**config.mk**
```make
export PLATFORM = sky130hd
export DESIGN_NAME = dr_ledr_bridge
export DESIGN_NICKNAME = d
export VERILOG_FILES = /design/src/rtl/dlb_pkg.sv /design/src/rtl/dlb_fp_rx.sv /design/src/rtl/dlb_ledr_tx.sv /design/src/rtl/dlb_ledr_rx.sv /design/src/rtl/dlb_fp_tx.sv /design/src/rtl/dr_ledr_bridge.sv
export SDC_FILE = /design/constraint.sdc
export NUM_CORES = 1
export LEC_CHECK = 0
export BUFFER_PORTS_ARGS = -buffer_cell sky130_fd_sc_hd__buf_2
export CORE_MARGIN = 2
export CORE_UTILIZATION = 53
export DETAILED_ROUTE_END_ITERATION = 6
export GPL_ROUTABILITY_DRIVEN = 0
export MAX_ROUTING_LAYER = met4
export PLACE_DENSITY = 0.83
export RECOVER_POWER = 100
export SYNTH_ARGS = -nofsm -noshare
export SYNTH_HDL_FRONTEND = slang
export SYNTH_HIERARCHICAL = 1
export SYNTH_SLANG_ARGS = --single-unit
```
**constraint.sdc**
```tcl
create_clock -name clk -period 1.6 [get_ports clk]
set_input_delay 0 -clock clk [delete_from_list [all_inputs] [get_ports clk]]
set_output_delay 0 -clock clk [all_outputs]
set_load 0.02 [all_outputs]
```
**src/rtl/dlb_pkg.sv**
```systemverilog
package dlb_pkg;

  // four-phase receive side: waiting for a full word, or waiting for spacer
  typedef enum logic {
    RX_WAIT = 1'b0,
    RX_HOLD = 1'b1
  } fprx_state_e;

  // four-phase transmit side
  typedef enum logic [1:0] {
    TX_IDLE   = 2'd0,
    TX_DATA   = 2'd1,
    TX_SPACER = 2'd2
  } fptx_state_e;

endpackage

```
**src/rtl/dlb_fp_rx.sv**
```systemverilog
module dlb_fp_rx #(
  parameter int W = 4
) (
  input  logic         clk,
  input  logic         rst,
  input  logic [W-1:0] rail_t,
  input  logic [W-1:0] rail_f,
  output logic         ack,
  output logic         valid,
  output logic [W-1:0] data,
  output logic         err
);
  import dlb_pkg::*;

  logic [W-1:0] s_t, s_f;
  logic [W-1:0] pair_live, pair_bad;
  logic         word_live, word_idle;
  fprx_state_e  state;

  for (genvar i = 0; i < W; i++) begin : g_pair
    assign pair_live[i] = s_t[i] ^ s_f[i];
    assign pair_bad[i]  = s_t[i] & s_f[i];
  end

  assign word_live = &pair_live;
  assign word_idle = ~|(s_t | s_f);

  always_ff @(posedge clk) begin
    if (rst) begin
      s_t   <= '0;
      s_f   <= '0;
      state <= RX_WAIT;
      ack   <= 1'b0;
      valid <= 1'b0;
      data  <= '0;
      err   <= 1'b0;
    end else begin
      s_t   <= rail_t;
      s_f   <= rail_f;
      err   <= |pair_bad;
      valid <= 1'b0;
      case (state)
        RX_WAIT: if (word_live) begin
          valid <= 1'b1;
          data  <= s_t;
          ack   <= 1'b1;
          state <= RX_HOLD;
        end
        RX_HOLD: if (word_idle) begin
          ack   <= 1'b0;
          state <= RX_WAIT;
        end
        default: state <= RX_WAIT;
      endcase
    end
  end

  // an arrival is always accompanied by the acknowledge
  a_r2_valid_with_ack: assert property (@(posedge clk) disable iff (rst)
    valid |-> ack);
  // one pulse per word
  a_r3_single_pulse: assert property (@(posedge clk) disable iff (rst)
    valid |=> !valid);
  // acknowledge only falls after a full spacer has been seen
  a_r3_ack_until_spacer: assert property (@(posedge clk) disable iff (rst)
    (ack && !word_idle) |=> ack);
  // an illegal pair never produces an arrival
  a_r4_err_no_valid: assert property (@(posedge clk) disable iff (rst)
    err |-> !valid);

endmodule

```
**src/rtl/dlb_ledr_tx.sv**
```systemverilog
module dlb_ledr_tx #(
  parameter int W = 4
) (
  input  logic         clk,
  input  logic         rst,
  input  logic         load,
  input  logic [W-1:0] value,
  output logic [W-1:0] rail_v,
  output logic [W-1:0] rail_t
);
  logic phase;

  always_ff @(posedge clk) begin
    if (rst) begin
      phase  <= 1'b0;
      rail_v <= '0;
      rail_t <= '0;
    end else if (load) begin
      phase  <= ~phase;
      rail_v <= value;
      rail_t <= value ^ {W{~phase}};
    end
  end

  // every load changes the phase seen on the wires
  a_r5_phase_flips: assert property (@(posedge clk) disable iff (rst)
    load |=> ((rail_v ^ rail_t) != $past(rail_v ^ rail_t)));
  // all bits of a symbol share one phase
  a_r5_uniform_phase: assert property (@(posedge clk) disable iff (rst)
    (&(rail_v ^ rail_t)) || !(|(rail_v ^ rail_t)));
  // rails hold between loads
  a_r6_hold: assert property (@(posedge clk) disable iff (rst)
    !load |=> ($stable(rail_v) && $stable(rail_t)));

endmodule

```
**src/rtl/dlb_ledr_rx.sv**
```systemverilog
module dlb_ledr_rx #(
  parameter int W = 4
) (
  input  logic         clk,
  input  logic         rst,
  input  logic [W-1:0] rail_v,
  input  logic [W-1:0] rail_t,
  input  logic         ready,
  output logic         valid,
  output logic [W-1:0] data
);
  logic [W-1:0] s_v, s_t, bit_phase;
  logic         phase;
  logic         fresh;

  for (genvar i = 0; i < W; i++) begin : g_phase
    assign bit_phase[i] = s_v[i] ^ s_t[i];
  end

  assign fresh = (bit_phase == {W{~phase}});

  always_ff @(posedge clk) begin
    if (rst) begin
      s_v   <= '0;
      s_t   <= '0;
      phase <= 1'b0;
      valid <= 1'b0;
      data  <= '0;
    end else begin
      s_v   <= rail_v;
      s_t   <= rail_t;
      valid <= 1'b0;
      if (fresh && ready) begin
        phase <= ~phase;
        valid <= 1'b1;
        data  <= s_v;
      end
    end
  end

  // one pulse per phase change
  a_r7_single_pulse: assert property (@(posedge clk) disable iff (rst)
    valid |=> !valid);
  // acceptance only while the downstream handshake is free
  a_r10_wait_ready: assert property (@(posedge clk) disable iff (rst)
    valid |-> $past(ready));

endmodule

```
**src/rtl/dlb_fp_tx.sv**
```systemverilog
module dlb_fp_tx #(
  parameter int W = 4
) (
  input  logic         clk,
  input  logic         rst,
  input  logic         load,
  input  logic [W-1:0] value,
  input  logic         ack,
  output logic [W-1:0] rail_t,
  output logic [W-1:0] rail_f,
  output logic         ready
);
  import dlb_pkg::*;

  fptx_state_e state;
  logic        ack_s;

  assign ready = (state == TX_IDLE) && !load;

  always_ff @(posedge clk) begin
    if (rst) begin
      state  <= TX_IDLE;
      ack_s  <= 1'b0;
      rail_t <= '0;
      rail_f <= '0;
    end else begin
      ack_s <= ack;
      case (state)
        TX_IDLE: if (load) begin
          rail_t <= value;
          rail_f <= ~value;
          state  <= TX_DATA;
        end
        TX_DATA: if (ack_s) begin
          rail_t <= '0;
          rail_f <= '0;
          state  <= TX_SPACER;
        end
        TX_SPACER: if (!ack_s) state <= TX_IDLE;
        default: state <= TX_IDLE;
      endcase
    end
  end

  // never both rails of a pair
  a_r9_no_illegal: assert property (@(posedge clk) disable iff (rst)
    !(|(rail_t & rail_f)));
  // data word held until acknowledge is seen
  a_r9_data_held: assert property (@(posedge clk) disable iff (rst)
    (state == TX_DATA && !ack_s) |=> ($stable(rail_t) && $stable(rail_f)));
  // no readiness while a word is on the rails
  a_r10_busy: assert property (@(posedge clk) disable iff (rst)
    (|(rail_t | rail_f)) |-> !ready);

endmodule

```
**src/rtl/dr_ledr_bridge.sv**
```systemverilog
module dr_ledr_bridge #(
  parameter int W = 4
) (
  input  logic         clk,
  input  logic         rst,
  input  logic [W-1:0] fp_in_t,
  input  logic [W-1:0] fp_in_f,
  output logic         fp_in_ack,
  output logic         fwd_valid,
  output logic [W-1:0] fwd_data,
  output logic         fwd_err,
  output logic [W-1:0] ledr_out_v,
  output logic [W-1:0] ledr_out_t,
  input  logic [W-1:0] ledr_in_v,
  input  logic [W-1:0] ledr_in_t,
  output logic         rev_valid,
  output logic [W-1:0] rev_data,
  output logic [W-1:0] fp_out_t,
  output logic [W-1:0] fp_out_f,
  input  logic         fp_out_ack
);
  logic tx_ready;

  dlb_fp_rx #(.W(W)) u_fp_rx (
    .clk(clk), .rst(rst),
    .rail_t(fp_in_t), .rail_f(fp_in_f),
    .ack(fp_in_ack), .valid(fwd_valid), .data(fwd_data), .err(fwd_err)
  );

  dlb_ledr_tx #(.W(W)) u_ledr_tx (
    .clk(clk), .rst(rst),
    .load(fwd_valid), .value(fwd_data),
    .rail_v(ledr_out_v), .rail_t(ledr_out_t)
  );

  dlb_ledr_rx #(.W(W)) u_ledr_rx (
    .clk(clk), .rst(rst),
    .rail_v(ledr_in_v), .rail_t(ledr_in_t),
    .ready(tx_ready), .valid(rev_valid), .data(rev_data)
  );

  dlb_fp_tx #(.W(W)) u_fp_tx (
    .clk(clk), .rst(rst),
    .load(rev_valid), .value(rev_data), .ack(fp_out_ack),
    .rail_t(fp_out_t), .rail_f(fp_out_f), .ready(tx_ready)
  );

  // all outputs quiet in the cycle after reset
  a_r1_reset_quiet: assert property (@(posedge clk)
    $past(rst) |-> (!fwd_valid && !rev_valid && !fp_in_ack &&
                    ledr_out_v == '0 && ledr_out_t == '0));

endmodule

```
After elaboration in Yosys (flattened, before gate mapping)
Index checks and enable logic that the tools add are counted.
- register bits: 50
- input bits: 19
- output and inout port bits: 28
- word-level logic and storage cells: 74
- eq/ne operators: 8
- multiplexer cells: 16
- bitwise operators: 18
- reductions and logical operators: 13
- operator list (operator ; number):
    $pmux 4 s2 ; 2
    $mux 4 ; 3
    $reduce_or 4->1 ; 2
    $xor 1x1->1 ; 8
    $mux 2 ; 3
    $ne 2x2->1 const B ; 3
    $pmux 2 s3 ; 1
    $reduce_and 3->1 ; 2
    $mux 1 ; 5
    $reduce_and 5->1 ; 1
    $and 1x1->1 ; 4
    $eq 4x4->1 ; 1
    $ne 2x1->1 const B ; 2
    $not 4->4 ; 1
    $or 4x4->4 ; 1
    $pmux 1 s2 ; 2
    $reduce_and 4->1 ; 1
    $xor 4x4->4 ; 1
    $not 1->1 ; 3
    $eq 2x1->1 const B ; 1
    $eq 2x2->1 const B ; 1
    $logic_and 1x1->1 ; 2
    $logic_not 2->1 ; 1
    $reduce_and 2->1 ; 1
    other kinds (3) ; 3

Logic depth before layout (Yosys ltp)
- word-level depth: 4
- mapped depth: 6
- mapped depth without buffers: 5

By module
Netlist, hierarchy kept.
- by module, submodules not included (module ; instances ; cells an instance ; area an instance (um^2) ; sequential area each (um^2)):
    dlb_fp_rx ; 1 ; 67 ; 673.1 ; 320.3
    dlb_ledr_rx ; 1 ; 47 ; 525.5 ; 280.3
    dlb_fp_tx ; 1 ; 48 ; 485.5 ; 220.2
    dlb_ledr_tx ; 1 ; 35 ; 404.1 ; 180.2

Least setup slack after synthesis
OpenSTA, ideal clock, no wires.
- path kind: register -> register
- start: register u_ledr_rx.valid
- end: register u_ledr_rx.data[0]
- setup time: 0.072 ns
- arrival time: 1.270 ns
- slack: 0.258 ns
- stages on the path, launching flop included: 5
- path buffers: 0
- period minus slack after synthesis: 1.342 ns
- cells stage by stage: dfxtp_1 > nor3_1 > nor3b_2 > a31oi_2 > mux2i_1
- word-level cells in the longest chain between the ends: 3
- RTL lines (element ; line ; RTL):
    from (decl) ; dlb_ledr_rx.sv:9 ; output logic valid,
    from (signal assigned) ; dlb_ledr_rx.sv:27 ; valid <= 1'b0;
    from (signal assigned) ; dlb_ledr_rx.sv:32 ; valid <= 1'b0;
    from (signal assigned) ; dlb_ledr_rx.sv:35 ; valid <= 1'b1;
    $logic_not 1->1 ; dlb_fp_tx.sv:18 ; assign ready = (state == TX_IDLE) && !load;
    $logic_and 1x1->1 ; dlb_fp_tx.sv:18 ;
    via tx_ready ; dr_ledr_bridge.sv:22 ; logic tx_ready;
    $logic_and 1x1->1 ; dlb_ledr_rx.sv:33 ; if (fresh && ready) begin
    to (signal assigned) ; dlb_ledr_rx.sv:36 ; data <= s_v;
    to (decl) ; dlb_ledr_rx.sv:10 ; output logic [W-1:0] data
The timed path passes the listed nets, and every way through them passes these cells.
A chain may end at the register's enable or synchronous reset.

Worst setup path in the final report
- start: register u_fp_tx.state[0]
- end: register u_fp_tx.rail_f[2]
- word-level cells in the longest chain between the ends: 3
- elaborated cells between the ends (all ways): 7
- RTL lines (element ; line ; RTL):
    from (decl) ; dlb_fp_tx.sv:15 ; fptx_state_e state;
    from (signal assigned) ; dlb_fp_tx.sv:22 ; state <= TX_IDLE;
    from (signal assigned) ; dlb_fp_tx.sv:32 ; state <= TX_DATA;
    from (signal assigned) ; dlb_fp_tx.sv:37 ; state <= TX_SPACER;
    $eq 2x1->1 / $logic_not 2->1 (equally long branches) ; dlb_fp_tx.sv:28 ; case (state)
    $ne 2x1->1 (no source line), or another cell as far along ; - ;
    $reduce_and 3->1 (no source line) ; - ;
    to (signal assigned) ; dlb_fp_tx.sv:31 ; rail_f <= ~value;
    to (decl) ; dlb_fp_tx.sv:10 ; output logic [W-1:0] rail_f,
Parallel ways exist; a longest one is shown, timed or not.

==> impl_metrics.env <==
export IMPL_outcome="finished clean"
export IMPL_worstSetupPathType="reg2reg"
export IMPL_grt_pass1_vias=1363
export IMPL_die_h_um=66.77
export IMPL_worst_pin_slew_ns=0.5344
export IMPL_port_buffers=46
export IMPL_period_minus_slack_ns=1.519
export IMPL_crit_path_max_fanout=8
export IMPL_cts_root_buf="clkbuf_8"
export IMPL_cp_data_required_time_ns=1.79
export IMPL_setup_viol=0
export IMPL_io_pins=47
export IMPL_period_share_pct=94.94
export IMPL_core_um2=3716
export IMPL_whs_ns=0.09677
export IMPL_clock_latency_ns=0.29
export IMPL_ys_ff_latch=50
export IMPL_drt_iter0_markers=64
export IMPL_clk_pin_slew_ns=0.08
export IMPL_antenna_found_initial=0
export IMPL_antenna_left=0
export IMPL_synthesis_nets=224
export IMPL_vias=1430
export IMPL_cts_buffers_inserted=5
export IMPL_initial_core_util_pct=56.20
export IMPL_post_route_drc_count=0
export IMPL_grt_pass1_wl_um=5547
export IMPL_avgSynthCellArea_um2=10.60
export IMPL_grt_max_degree=41
export IMPL_fmax_mhz=658.3
export IMPL_rsz0062_at_grt="false"
export IMPL_dp_slack_ns=0.1448
export IMPL_skew_ns=0.007772
export IMPL_fin_area_um2=2521
export IMPL_cts_tree="yes"
export IMPL_yosys_warnings=6
export IMPL_finalNetCount=288
export IMPL_grt_use_total_pct=17.12
export IMPL_setup_slack_ns=0.08092
export IMPL_syn_inst=197
export IMPL_wl_per_cell_um=10.93
export IMPL_finalMaxSlewViolations=0
export IMPL_p_leak_uw=0.001038
export IMPL_drive_above_1_share_pct=14.18
export IMPL_vdd_drop_max_v=0.0005285
export IMPL_cts_resized=0
export IMPL_place_area_um2=2351
export IMPL_fp_dieW_um=66.77
export IMPL_tns_ns=0
export IMPL_clock_path_buffers=2
export IMPL_rows=22
export IMPL_overflow=0
export IMPL_fillers=324
export IMPL_avgViaCountPerCell=4.628
export IMPL_post_cts_buffers=0
export IMPL_h_tree_depth=2
export IMPL_post_dp_hpwl_um=2281
export IMPL_die_area_um2=4458
export IMPL_cts_sinks=50
export IMPL_slew_headroom_pct=64.37
export IMPL_critPathCaptureType="flip-flop"
export IMPL_ys_seq_area_share_pct=47.93
export IMPL_p_per_area_nw_per_um2=850.2
export IMPL_synth_area_um2=2088
export IMPL_startpoint_type="flip-flop"
export IMPL_hold_violations=0
export IMPL_arrival_ns=1.71
export IMPL_drtPass1Iterations=4
export IMPL_ys_types=32
export IMPL_antenna_cells=0
export IMPL_wl_um=3377
export IMPL_maxCapViolCount=0
export IMPL_hp_class="in2reg"
export IMPL_synthToLayoutAreaGrowth_pct=20.73
## timing repair
action                     CTS  global route
setup endpoints to repair    0             0
hold buffers                17             0
hold endpoints to repair    17             0
## sequential cells by signal, indices dropped and copies added (netlist names), 2 cells and up
register	flops
u_fp_rx/data	4
u_fp_rx/s_f	4
u_fp_rx/s_t	4
u_fp_tx/rail_f	4
u_fp_tx/rail_t	4
u_ledr_rx/data	4
u_ledr_rx/s_t	4
u_ledr_rx/s_v	4
u_ledr_tx/rail_t	4
u_ledr_tx/rail_v	4
u_fp_tx/state	2
## metal layers
metal  vias up  GRT usage (%)  share of wire [%]
met4         0          7.398               0.80
li1        771              -                  -
met5         -              -                  0
met3         2          4.561                4.4
met2        35          29.13                 47
met1       622          18.86                 48
## logic make-up after synthesis
logic type                 synth area share, %
and+or+nand+nor                          24.93
AOI/OAI and AO/OA                        3.894
adders and majority gates                4.793
buffers and inverters                    4.433
DFF                                      47.93
muxes                                    9.826
xor gates and xnor gates                 4.194
## worst paths after layout
check	startpoint	to	slack (ns)	depth (start not counted)
min	rst	u_ledr_tx/rail_v[1]	0.1	2
min reg2reg	u_fp_tx/rail_t[2]	u_fp_tx/rail_t[2]	0.46	2
max reg2reg	u_fp_tx/state[0]	u_fp_tx/rail_f[2]	0.08	3
max	u_fp_tx/state[0]	u_fp_tx/rail_f[2]	0.08	3
## synthesized netlist by cell type (all sizes together)
| cell | number | area [um^2] |
|---|---|---|
| dfxtp | 50 | 1001 |
| nor2b | 23 | 143.9 |
| nand2b | 18 | 157.6 |
| mux2i | 16 | 160.2 |
| inv | 9 | 33.78 |
| nor2 | 9 | 33.78 |
| xor2 | 9 | 78.83 |
| ha | 8 | 100.1 |
| nand2 | 6 | 25.03 |
| or2b | 6 | 45.04 |
| buf | 5 | 43.79 |
| nand3 | 5 | 25.02 |
| nor3 | 5 | 25.02 |
| a21oi | 4 | 31.28 |
| mux2 | 4 | 45.04 |
| o22ai | 4 | 25.02 |
| clkbuf | 3 | 11.26 |
| nand4 | 3 | 18.77 |
| nor4 | 2 | 18.77 |
| a211oi | 1 | 7.510 |
| a31oi | 1 | 12.51 |
| and3 | 1 | 6.260 |
| and4 | 1 | 8.760 |
| clkinv | 1 | 3.750 |
| nor3b | 1 | 12.51 |
| o21ai | 1 | 5.000 |
| xnor2 | 1 | 8.760 |
## worst max-delay path, cell delays in order (launching register included)
cell      delay, ns
dfxtp_1        0.39
nand2b_4       0.18
a21oi_2        0.45
mux2_2         0.39
## final cells by class
| class | count | area (um^2) | area share, % |
|---|---|---|---|
| clock buffers | 5 | 68.82 | 2.730 |
| clock inverters | 2 | 10.01 | 0.3970 |
| inverters | 10 | 37.54 | 1.489 |
| multi-input cells | 129 | 950.9 | 37.72 |
| flip-flops and latches | 50 | 1001 | 39.70 |
| well taps | 48 | 60.06 | 2.382 |
| repair buffers | 65 | 392.9 | 15.58 |
## where the power goes
group / switching [uW] / internal (uW)
Clock: 363 / 294
Sequential: 22.4 / 1280
Combinational: 84.3 / 103
Total: 470 / 1670
## per-stage QoR
step                      instances  total power [uW]  util, %
after detailed placement        285              1491    63.27
after floorplan                 197              1439        -
after CTS                       309              2180    69.97
after global routing            309              2245    67.85
after global placement          285              1488    63.27
final                           309              2143    67.85
## cell usage in the layout (no fill, tap or decap), types with 2 or more instances in the layout
cell type | synthesis | routed
dfxtp_1 | 50 | 50
clkbuf_1 | 3 | 28
nor2b_1 | 23 | 23
buf_2 | 2 | 18
dlygate4sd3_1 | 0 | 17
nand2b_1 | 12 | 16
mux2i_1 | 16 | 16
inv_1 | 9 | 9
nor2_1 | 9 | 9
xor2_1 | 9 | 9
ha_1 | 8 | 8
or2b_1 | 6 | 6
clkbuf_8 | 0 | 5
nand2_1 | 5 | 5
nor3_1 | 5 | 5
nand3_1 | 5 | 5
mux2_2 | 4 | 4
o22ai_1 | 4 | 4
nand4_1 | 3 | 3
a21oi_1 | 3 | 3
clkinv_2 | 0 | 2
nor4_1 | 1 | 2
nand2b_4 | 6 | 2
Power figures use the tool's default switching activity.
